===== config.mk =====
export PLATFORM = sky130hd
export DESIGN_NAME = npc_unit
export DESIGN_NICKNAME = d
export VERILOG_FILES = /design/src/rtl/npc_pkg.sv /design/src/rtl/npc_ctrl.sv /design/src/rtl/npc_datapath.sv /design/src/rtl/npc_unit.sv
export SDC_FILE = /design/constraint.sdc
export NUM_CORES = 1
export LEC_CHECK = 0
export ABC_AREA = 1
export BUFFER_PORTS_ARGS = -buffer_cell sky130_fd_sc_hd__buf_2
export CAP_MARGIN = 10
export CORE_MARGIN = 1.5
export CORE_UTILIZATION = 54
export CTS_BUF_LIST = sky130_fd_sc_hd__clkbuf_4 sky130_fd_sc_hd__clkbuf_8
export DETAILED_ROUTE_END_ITERATION = 7
export GPL_TIMING_DRIVEN = 0
export PLACE_DENSITY_LB_ADDON = 0.05
export SLEW_MARGIN = 40
export SYNTH_ARGS = -nofsm -noshare
export SYNTH_HDL_FRONTEND = slang
export SYNTH_SLANG_ARGS = --single-unit

===== constraint.sdc =====
create_clock -name clk -period 3.8 [get_ports clk]
set_input_delay 0.38 -clock clk [delete_from_list [all_inputs] [get_ports clk]]
set_output_delay 0.38 -clock clk [all_outputs]
set_load 0.005 [all_outputs]

===== src/rtl/npc_pkg.sv =====
package npc_pkg;
  localparam logic [5:0] OP_SPECIAL = 6'h00;
  localparam logic [5:0] OP_REGIMM  = 6'h01;
  localparam logic [5:0] OP_J       = 6'h02;
  localparam logic [5:0] OP_JAL     = 6'h03;
  localparam logic [5:0] OP_BEQ     = 6'h04;
  localparam logic [5:0] OP_BNE     = 6'h05;
  localparam logic [5:0] OP_BLEZ    = 6'h06;
  localparam logic [5:0] OP_BGTZ    = 6'h07;
  localparam logic [5:0] FN_JR      = 6'h08;
  localparam logic [5:0] FN_JALR    = 6'h09;
  localparam logic [4:0] RI_LT      = 5'h00;
  localparam logic [4:0] RI_GE      = 5'h01;
  localparam logic [4:0] RI_LTL     = 5'h10;
  localparam logic [4:0] RI_GEL     = 5'h11;

  typedef enum logic [1:0] {TGT_REL, TGT_ABS, TGT_REG} tgtSel_e;

  typedef struct packed {
    logic    xfer;    // control moves after the slot
    tgtSel_e tgtSel;  // where the destination comes from
    logic    linkEn;  // request a link write
    logic    linkRd;  // link goes to rd instead of the fixed register
  } npcStrobe_t;
endpackage


===== src/rtl/npc_ctrl.sv =====
module npc_ctrl
  import npc_pkg::*;
#(
  parameter int XLEN  = 32,
  parameter int REG_W = 5
) (
  input  logic [5:0]       opcode,
  input  logic [5:0]       funct,
  input  logic [REG_W-1:0] rtField,
  input  logic [XLEN-1:0]  rsVal,
  input  logic [XLEN-1:0]  rtVal,
  input  logic             pendValid,
  output npcStrobe_t       strobe
);
  logic rsNeg, rsZero, opsEqual, riKnown, riCond;

  assign rsNeg    = rsVal[XLEN-1];
  assign rsZero   = (rsVal == '0);
  assign opsEqual = (rsVal == rtVal);
  assign riKnown  = (rtField == REG_W'(RI_LT))  || (rtField == REG_W'(RI_GE)) ||
                    (rtField == REG_W'(RI_LTL)) || (rtField == REG_W'(RI_GEL));
  assign riCond   = rtField[0] ? !rsNeg : rsNeg;

  always_comb begin
    strobe = '{xfer: 1'b0, tgtSel: TGT_REL, linkEn: 1'b0, linkRd: 1'b0};
    if (!pendValid) begin
      unique case (opcode)
        OP_BEQ:  strobe.xfer = opsEqual;
        OP_BNE:  strobe.xfer = !opsEqual;
        OP_BLEZ: strobe.xfer = rsNeg || rsZero;
        OP_BGTZ: strobe.xfer = !rsNeg && !rsZero;
        OP_REGIMM: begin
          strobe.xfer   = riKnown && riCond;
          strobe.linkEn = riKnown && rtField[REG_W-1];
        end
        OP_J: begin
          strobe.xfer   = 1'b1;
          strobe.tgtSel = TGT_ABS;
        end
        OP_JAL: begin
          strobe.xfer   = 1'b1;
          strobe.tgtSel = TGT_ABS;
          strobe.linkEn = 1'b1;
        end
        OP_SPECIAL: begin
          if (funct == FN_JR || funct == FN_JALR) begin
            strobe.xfer   = 1'b1;
            strobe.tgtSel = TGT_REG;
            strobe.linkEn = (funct == FN_JALR);
            strobe.linkRd = (funct == FN_JALR);
          end
        end
        default: ;
      endcase
    end
  end
endmodule


===== src/rtl/npc_datapath.sv =====
module npc_datapath
  import npc_pkg::*;
#(
  parameter int              XLEN      = 32,
  parameter logic [XLEN-1:0] RESET_VEC = 32'hBFC0_0000,
  parameter int              OFF_W     = 16,
  parameter int              IDX_W     = 26,
  parameter int              REG_W     = 5,
  parameter int              LINK_REG  = 31
) (
  input  logic             clk,
  input  logic             rst,
  input  npcStrobe_t       strobe,
  input  logic [OFF_W-1:0] offset,
  input  logic [IDX_W-1:0] jumpIndex,
  input  logic [XLEN-1:0]  rsVal,
  input  logic [REG_W-1:0] rdField,
  output logic [XLEN-1:0]  pc,
  output logic             pendValid,
  output logic [XLEN-1:0]  pendTarget,
  output logic             linkWe,
  output logic [REG_W-1:0] linkReg,
  output logic [XLEN-1:0]  linkData
);
  localparam int REGION_W = XLEN - IDX_W - 2;
  localparam int SEXT_W   = XLEN - OFF_W - 2;

  logic [XLEN-1:0] seqPc, relTgt, absTgt, newTgt;

  assign seqPc  = pc + XLEN'(4);
  assign relTgt = seqPc + {{SEXT_W{offset[OFF_W-1]}}, offset, 2'b00};
  assign absTgt = {seqPc[XLEN-1 -: REGION_W], jumpIndex, 2'b00};

  always_comb begin
    unique case (strobe.tgtSel)
      TGT_ABS: newTgt = absTgt;
      TGT_REG: newTgt = rsVal;
      default: newTgt = relTgt;
    endcase
  end

  always_ff @(posedge clk) begin
    if (rst) begin
      pc         <= RESET_VEC;
      pendValid  <= 1'b0;
      pendTarget <= '0;
    end else if (pendValid) begin
      pc        <= pendTarget;
      pendValid <= 1'b0;
    end else begin
      pc <= seqPc;
      if (strobe.xfer) begin
        pendValid  <= 1'b1;
        pendTarget <= newTgt;
      end
    end
  end

  assign linkWe   = strobe.linkEn;
  assign linkReg  = strobe.linkRd ? rdField : REG_W'(LINK_REG);
  assign linkData = pc + XLEN'(8);
endmodule


===== src/rtl/npc_unit.sv =====
module npc_unit
  import npc_pkg::*;
#(
  parameter int              XLEN      = 32,
  parameter logic [XLEN-1:0] RESET_VEC = 32'hBFC0_0000,
  parameter int              OFF_W     = 16,
  parameter int              IDX_W     = 26,
  parameter int              REG_W     = 5,
  parameter int              LINK_REG  = 31
) (
  input  logic             clk,
  input  logic             rst,
  input  logic [5:0]       opcode,
  input  logic [5:0]       funct,
  input  logic [REG_W-1:0] rtField,
  input  logic [REG_W-1:0] rdField,
  input  logic [OFF_W-1:0] offset,
  input  logic [IDX_W-1:0] jumpIndex,
  input  logic [XLEN-1:0]  rsVal,
  input  logic [XLEN-1:0]  rtVal,
  output logic [XLEN-1:0]  pc,
  output logic             pendValid,
  output logic [XLEN-1:0]  pendTarget,
  output logic             linkWe,
  output logic [REG_W-1:0] linkReg,
  output logic [XLEN-1:0]  linkData
);
  npcStrobe_t strobe;

  npc_ctrl #(.XLEN(XLEN), .REG_W(REG_W)) u_ctrl (
    .opcode(opcode), .funct(funct), .rtField(rtField),
    .rsVal(rsVal), .rtVal(rtVal), .pendValid(pendValid), .strobe(strobe)
  );

  npc_datapath #(
    .XLEN(XLEN), .RESET_VEC(RESET_VEC), .OFF_W(OFF_W), .IDX_W(IDX_W),
    .REG_W(REG_W), .LINK_REG(LINK_REG)
  ) u_dp (
    .clk(clk), .rst(rst), .strobe(strobe), .offset(offset),
    .jumpIndex(jumpIndex), .rsVal(rsVal), .rdField(rdField),
    .pc(pc), .pendValid(pendValid), .pendTarget(pendTarget),
    .linkWe(linkWe), .linkReg(linkReg), .linkData(linkData)
  );
endmodule


# == After elaboration in Yosys (flattened, before gate mapping) ==
# Cells that the tools add are included.
# op_classes
eq_ne,15
muxes,11
n_addsub,3
n_bitwise,1
reduce_logical,17
# op_table
operator,count
32-bit one-hot mux with 2 select lines,1
32-bit by 3-bit adder with 32-bit output (second input constant),1
32-bit adder,1
32-bit by 4-bit adder with 32-bit output (second input constant),1
32-bit equality test,1
32-bit zero test,1
32-bit two-way mux,1
6-bit by 3-bit equality test with 1-bit output (second input constant),4
5-bit two-way mux,3
6-bit by 2-bit equality test with 1-bit output (second input constant),2
6-bit by 4-bit equality test with 1-bit output (second input constant),2
5-bit equality test (second input constant),2
1-bit one-hot mux with 7 select lines,1
6-bit by 1-bit equality test with 1-bit output (second input constant),1
6-bit zero test,1
5-bit by 1-bit equality test with 1-bit output (second input constant),1
5-bit zero test,1
1-bit logical OR,5
2-bit one-hot mux with 2 select lines,1
2-bit OR reduction,2
1-bit logical AND,3
1-bit zero test,3
1-bit two-way mux,3
1-bit one-hot mux with 3 select lines,1
other kinds (4),4
# totals
inputBits,130
regBits,65
output_inout_bits,103

# == Depth between registers and ports, before layout ==
# logic_depth
depth_word,9
mapped_depth,25
mapped_depth_nobuf,25

# == By module ==
# A second synthesis with hierarchy kept.
# hier_totals
hier_cells,1138
area_unflattened_um2,6890.4
# modules_own_cells
module,area_each_um2,cells_each,instances
npc_datapath,6039.5,974,1
npc_ctrl,850.8,164,1

# == Worst setup path after synthesis ==
# OpenSTA, ideal clock, no wires.
# synth_path
path_type,register -> register
startpoint,register u_dp.pc[4]
endpoint,register u_dp.pendTarget[18]
setup_ns,0.115
period_less_slack_ns,2.819
slack_ns,0.981
path_buffers,0
path_stages_with_launch,22
t_arrival_ns,2.704
cell_sequence,dfxtp_1 -> ha_1 -> inv_1 -> nor2_4 -> nand2_2 -> nor2_1 -> nand2_1 -> inv_1 -> nand2_1 -> xnor2_1 -> ha_1 -> nand2_1 -> nor2_1 -> and3_1 -> nand2_1 -> nand2_1 -> nand2_1 -> nand3_1 -> nand2_1 -> nand3b_1 -> nand2_1 -> nor2_1
# synth_between
elab_chain_len,3
# synth_rtl
item,line_no,source
"start, declared",npc_datapath.sv:18,"output logic [XLEN-1:0] pc,"
"start signal, assigned",npc_datapath.sv:48,pc <= pendTarget;
"start signal, assigned",npc_datapath.sv:51,pc <= seqPc;
32-bit by 3-bit adder with 32-bit output,npc_datapath.sv:30,assign seqPc = pc + XLEN'(4);
32-bit adder,npc_datapath.sv:31,"assign relTgt = seqPc + {{SEXT_W{offset[OFF_W-1]}}, offset, 2'b00};"
32-bit one-hot mux with 2 select lines,npc_datapath.sv:35,unique case (strobe.tgtSel)
"end signal, assigned",npc_datapath.sv:54,pendTarget <= newTgt;
"end, declared",npc_datapath.sv:20,"output logic [XLEN-1:0] pendTarget,"
# Every way passes these cells.
# A chain may end at the register's enable or synchronous reset.

# == Final worst setup path ==
# layout_path
startpoint,register u_dp.pc[4]
endpoint,register u_dp.pendTarget[15]
# Same word-level chain as after synthesis.

==> metrics <==
status=complete, no violations; sequential power share=0.340; Clk pwr share=0.360; Clock Tree Buf Depth=2; Total Power=2.19 mW; post-route clock period utilization=0.939; critical path, cell by cell=ha_4, inv_1, nor2_4, nand2_2, nor2_2, nand2_1, inv_1, nand2_1, nand2_1, inv_1, ha_1, nand2_1, o21ai_1, a21oi_1, nand2_1, nand2_1, nand3_1, nand2_1, nand3b_1, nand2_1, nor2_1; Inserted Clock Buffers=9; per-cell routed wire length=16.3 um; number of global-route vias before repair=8249; Mapped Area=0.00718 mm2; first-pass GRT wire length=42.0 mm; kind of critical path=reg -> reg; hold_ws=445 ps; # rows=41; dpl cells=1662; Util after Layout=0.695; ANT nets after route=0; sequential share of the synthesized area=0.181; GRT Max-Usage Layer=met2; die span in x=118 um; Die Ht=118 um; Total Wirelength=27.3 mm; area grow syn2layout=23.7%; via count=9122; global placement routability congestion=0.999; DRC=0; PD cells=246 mW/mm2; YS warnings=0; crit path DAT=3810 ps; Critical Path End Type=register; CP max FO=6; slowest cell on the critical path=dfxtp_1; TNS Setup=0 ps; global-route track usage on met1=0.488; Buffers on Ports=231; clk_skew=9.06 ps; HPWL Detailed=22.9 mm; P_leak=4.96 nW; Crit path largest cell delay=450 ps; vias per cell=5.44; DP Worst Slack=119 ps; synthesized flop and latch total=65; Synth Instances=1259; Yosys cell types=44; Skew-Pair Late Insertion Delay=350 ps; DRT Pass-1 Iters=7; Cell Int Power=1.47 mW; Worst Hold Class=in -> reg; CTS tree=built; antenna cells=0; VDD IR-drop max=200 uV; Hold Violations, Final=0; Reg clk slew, reported paths=80 ps; Psw=713 uW; setup bufs post-CTS=0; Critical Path Source Type=register; setup ws final=233 ps; pin count of the biggest net entering global routing=21; Slew HR=0.561; Slew Limit Fails=0; total gr overflow=0; Sw Share=0.326; post-route cell area=0.00887 mm2; crit path time final=3570 ps; IO Pins=233; Slew @ Worst Pin=659 ps; Mapped Avg Cell Area=5.70 um2; fmax=280 MHz; fin nets=1670; # setup viols final=0; core area=0.0128 mm2; slack of the worst reg-to-reg path=230 ps; grt met2 use=0.649; gr usage total=0.380; max-cap viol count=0; Crit path required time=4040 ps; CP bufs+invs=3; Initial Util=0.562; starting DRC count in detailed routing=886; # fillers=1246; layout cells sized above 1=0.207; H-tree levels=3; met3 Usage GRT=0.0478; Cell Area, Placed=0.00855 mm2; die area=0.0140 mm2; number of antenna violations at the first check in global routing=0; Non-Filler Instances=1678; combinational power share=0.299; Top cell by count, worst path=nand2_1; CTS Hold Bufs=0; CTS sink cnt=65; clock root buffer master=clkbuf_8; CP delay by family, top=simple AND/OR/NAND/NOR gates; syn nets=1428
power groups by stage:
stage	sequential [mW]	combinational, mW	clock [mW]
4_1_cts	0.741	0.639	0.783
2_1_floorplan	0.752	0.383	0
6_report	0.744	0.654	0.788
3_3_place_gp	0.756	0.627	0
3_5_place_dp	0.756	0.634	0
5_1_grt	0.747	0.722	0.817
cells by family after synthesis:
family                   Yosys count  share of synthesized area
AO/OA/AOI/OAI                    150                      0.118
XOR/XNOR                          67                     0.0818
adder cells (fa/ha/maj)           39                     0.0690
buffers and inverters            207                      0.113
flip-flops                        65                      0.181
AND/OR/NAND/NOR                  731                      0.437
synth_stat cells, drive strengths merged:
cell type,count,share of area
ha,38,0.066
nor3,12,0.012
nand2,396,0.21
and2,2,0.0017
dfxtp,65,0.18
nor2,189,0.10
a31oi,1,0.00087
nor4b,1,0.0021
buf,19,0.015
nand4,10,0.0087
nor4,4,0.0044
and3,1,0.00087
nand3b,25,0.026
a221oi,1,0.0012
o22ai,1,0.00087
a22o,3,0.0037
xor2,41,0.050
inv,169,0.088
nand3,79,0.056
o221ai,1,0.0012
a21boi,1,0.0010
o211ai,5,0.0052
fa,1,0.0028
o21bai,3,0.0031
xnor2,26,0.032
or2,12,0.010
a21o,1,0.0010
clkbuf,19,0.0099
a22oi,18,0.019
o21ai,47,0.033
a21oi,68,0.047
worst paths after layout:
check,from,end,depth (start not counted)
worst max register to register,u_dp.pc[4],u_dp.pendTarget[15],21
worst min register to register,u_dp.pendTarget[0],u_dp.pc[0],2
worst min-delay path,jumpIndex[2],u_dp.pendTarget[4],5
worst max-delay path,u_dp.pc[4],u_dp.pendTarget[15],21
area by class of cell:
type | instances | area, um2 | area share
multi-input combinational | 987 | 5120 | 0.577
sequential | 65 | 1300 | 0.147
timing repair buffer | 231 | 1160 | 0.130
inverter | 169 | 634 | 0.0715
tap | 172 | 215 | 0.0242
buffer | 38 | 179 | 0.0202
clock inverter | 7 | 143 | 0.0161
clock buffer | 9 | 124 | 0.0140
registers in the layout (all words and copies together), names as in the netlist:
name and count:
u_dp.pendValid 1, u_dp.pc 32, u_dp.pendTarget 32
worst register-to-register path, stage by stage (launching register included):
cell	delay (ps)
dfxtp_1	450
ha_4	220
inv_1	90
nor2_4	220
nand2_2	160
nor2_2	170
nand2_1	60
inv_1	130
nand2_1	60
nand2_1	90
inv_1	80
ha_1	380
nand2_1	130
o21ai_1	320
a21oi_1	100
nand2_1	230
nand2_1	90
nand3_1	100
nand2_1	90
nand3b_1	160
nand2_1	80
nor2_1	50
cells in the final DEF (no fill, tap or decap), types with 7 or more instances in the layout:
cell,netlist,final
a21oi_1,68,67
a22oi_1,18,18
buf_2,8,239
clkbuf_1,19,19
clkbuf_8,0,9
dfxtp_1,65,64
ha_1,38,36
inv_1,167,167
nand2_1,388,388
nand2_2,7,7
nand3_1,78,78
nand3b_1,25,25
nand4_1,10,10
nor2_1,180,176
nor2_2,6,10
nor3_1,7,7
o21ai_0,42,41
or2_2,12,12
xnor2_1,26,25
xor2_1,41,40
per-layer routing:
metal / part of all wire / vias to the layer above
met5: 0 / -
met4: 0.038 / 0
met3: 0.085 / 68
met2: 0.47 / 486
met1: 0.41 / 4106
li1: - / 4462
what timing repair did:
item,CTS,global route
gates resized for setup,0,14
endpoints found under the setup margin,0,12
endpoints found under the hold margin,0,0
No activity file was read; power rests on OpenSTA's default activity.
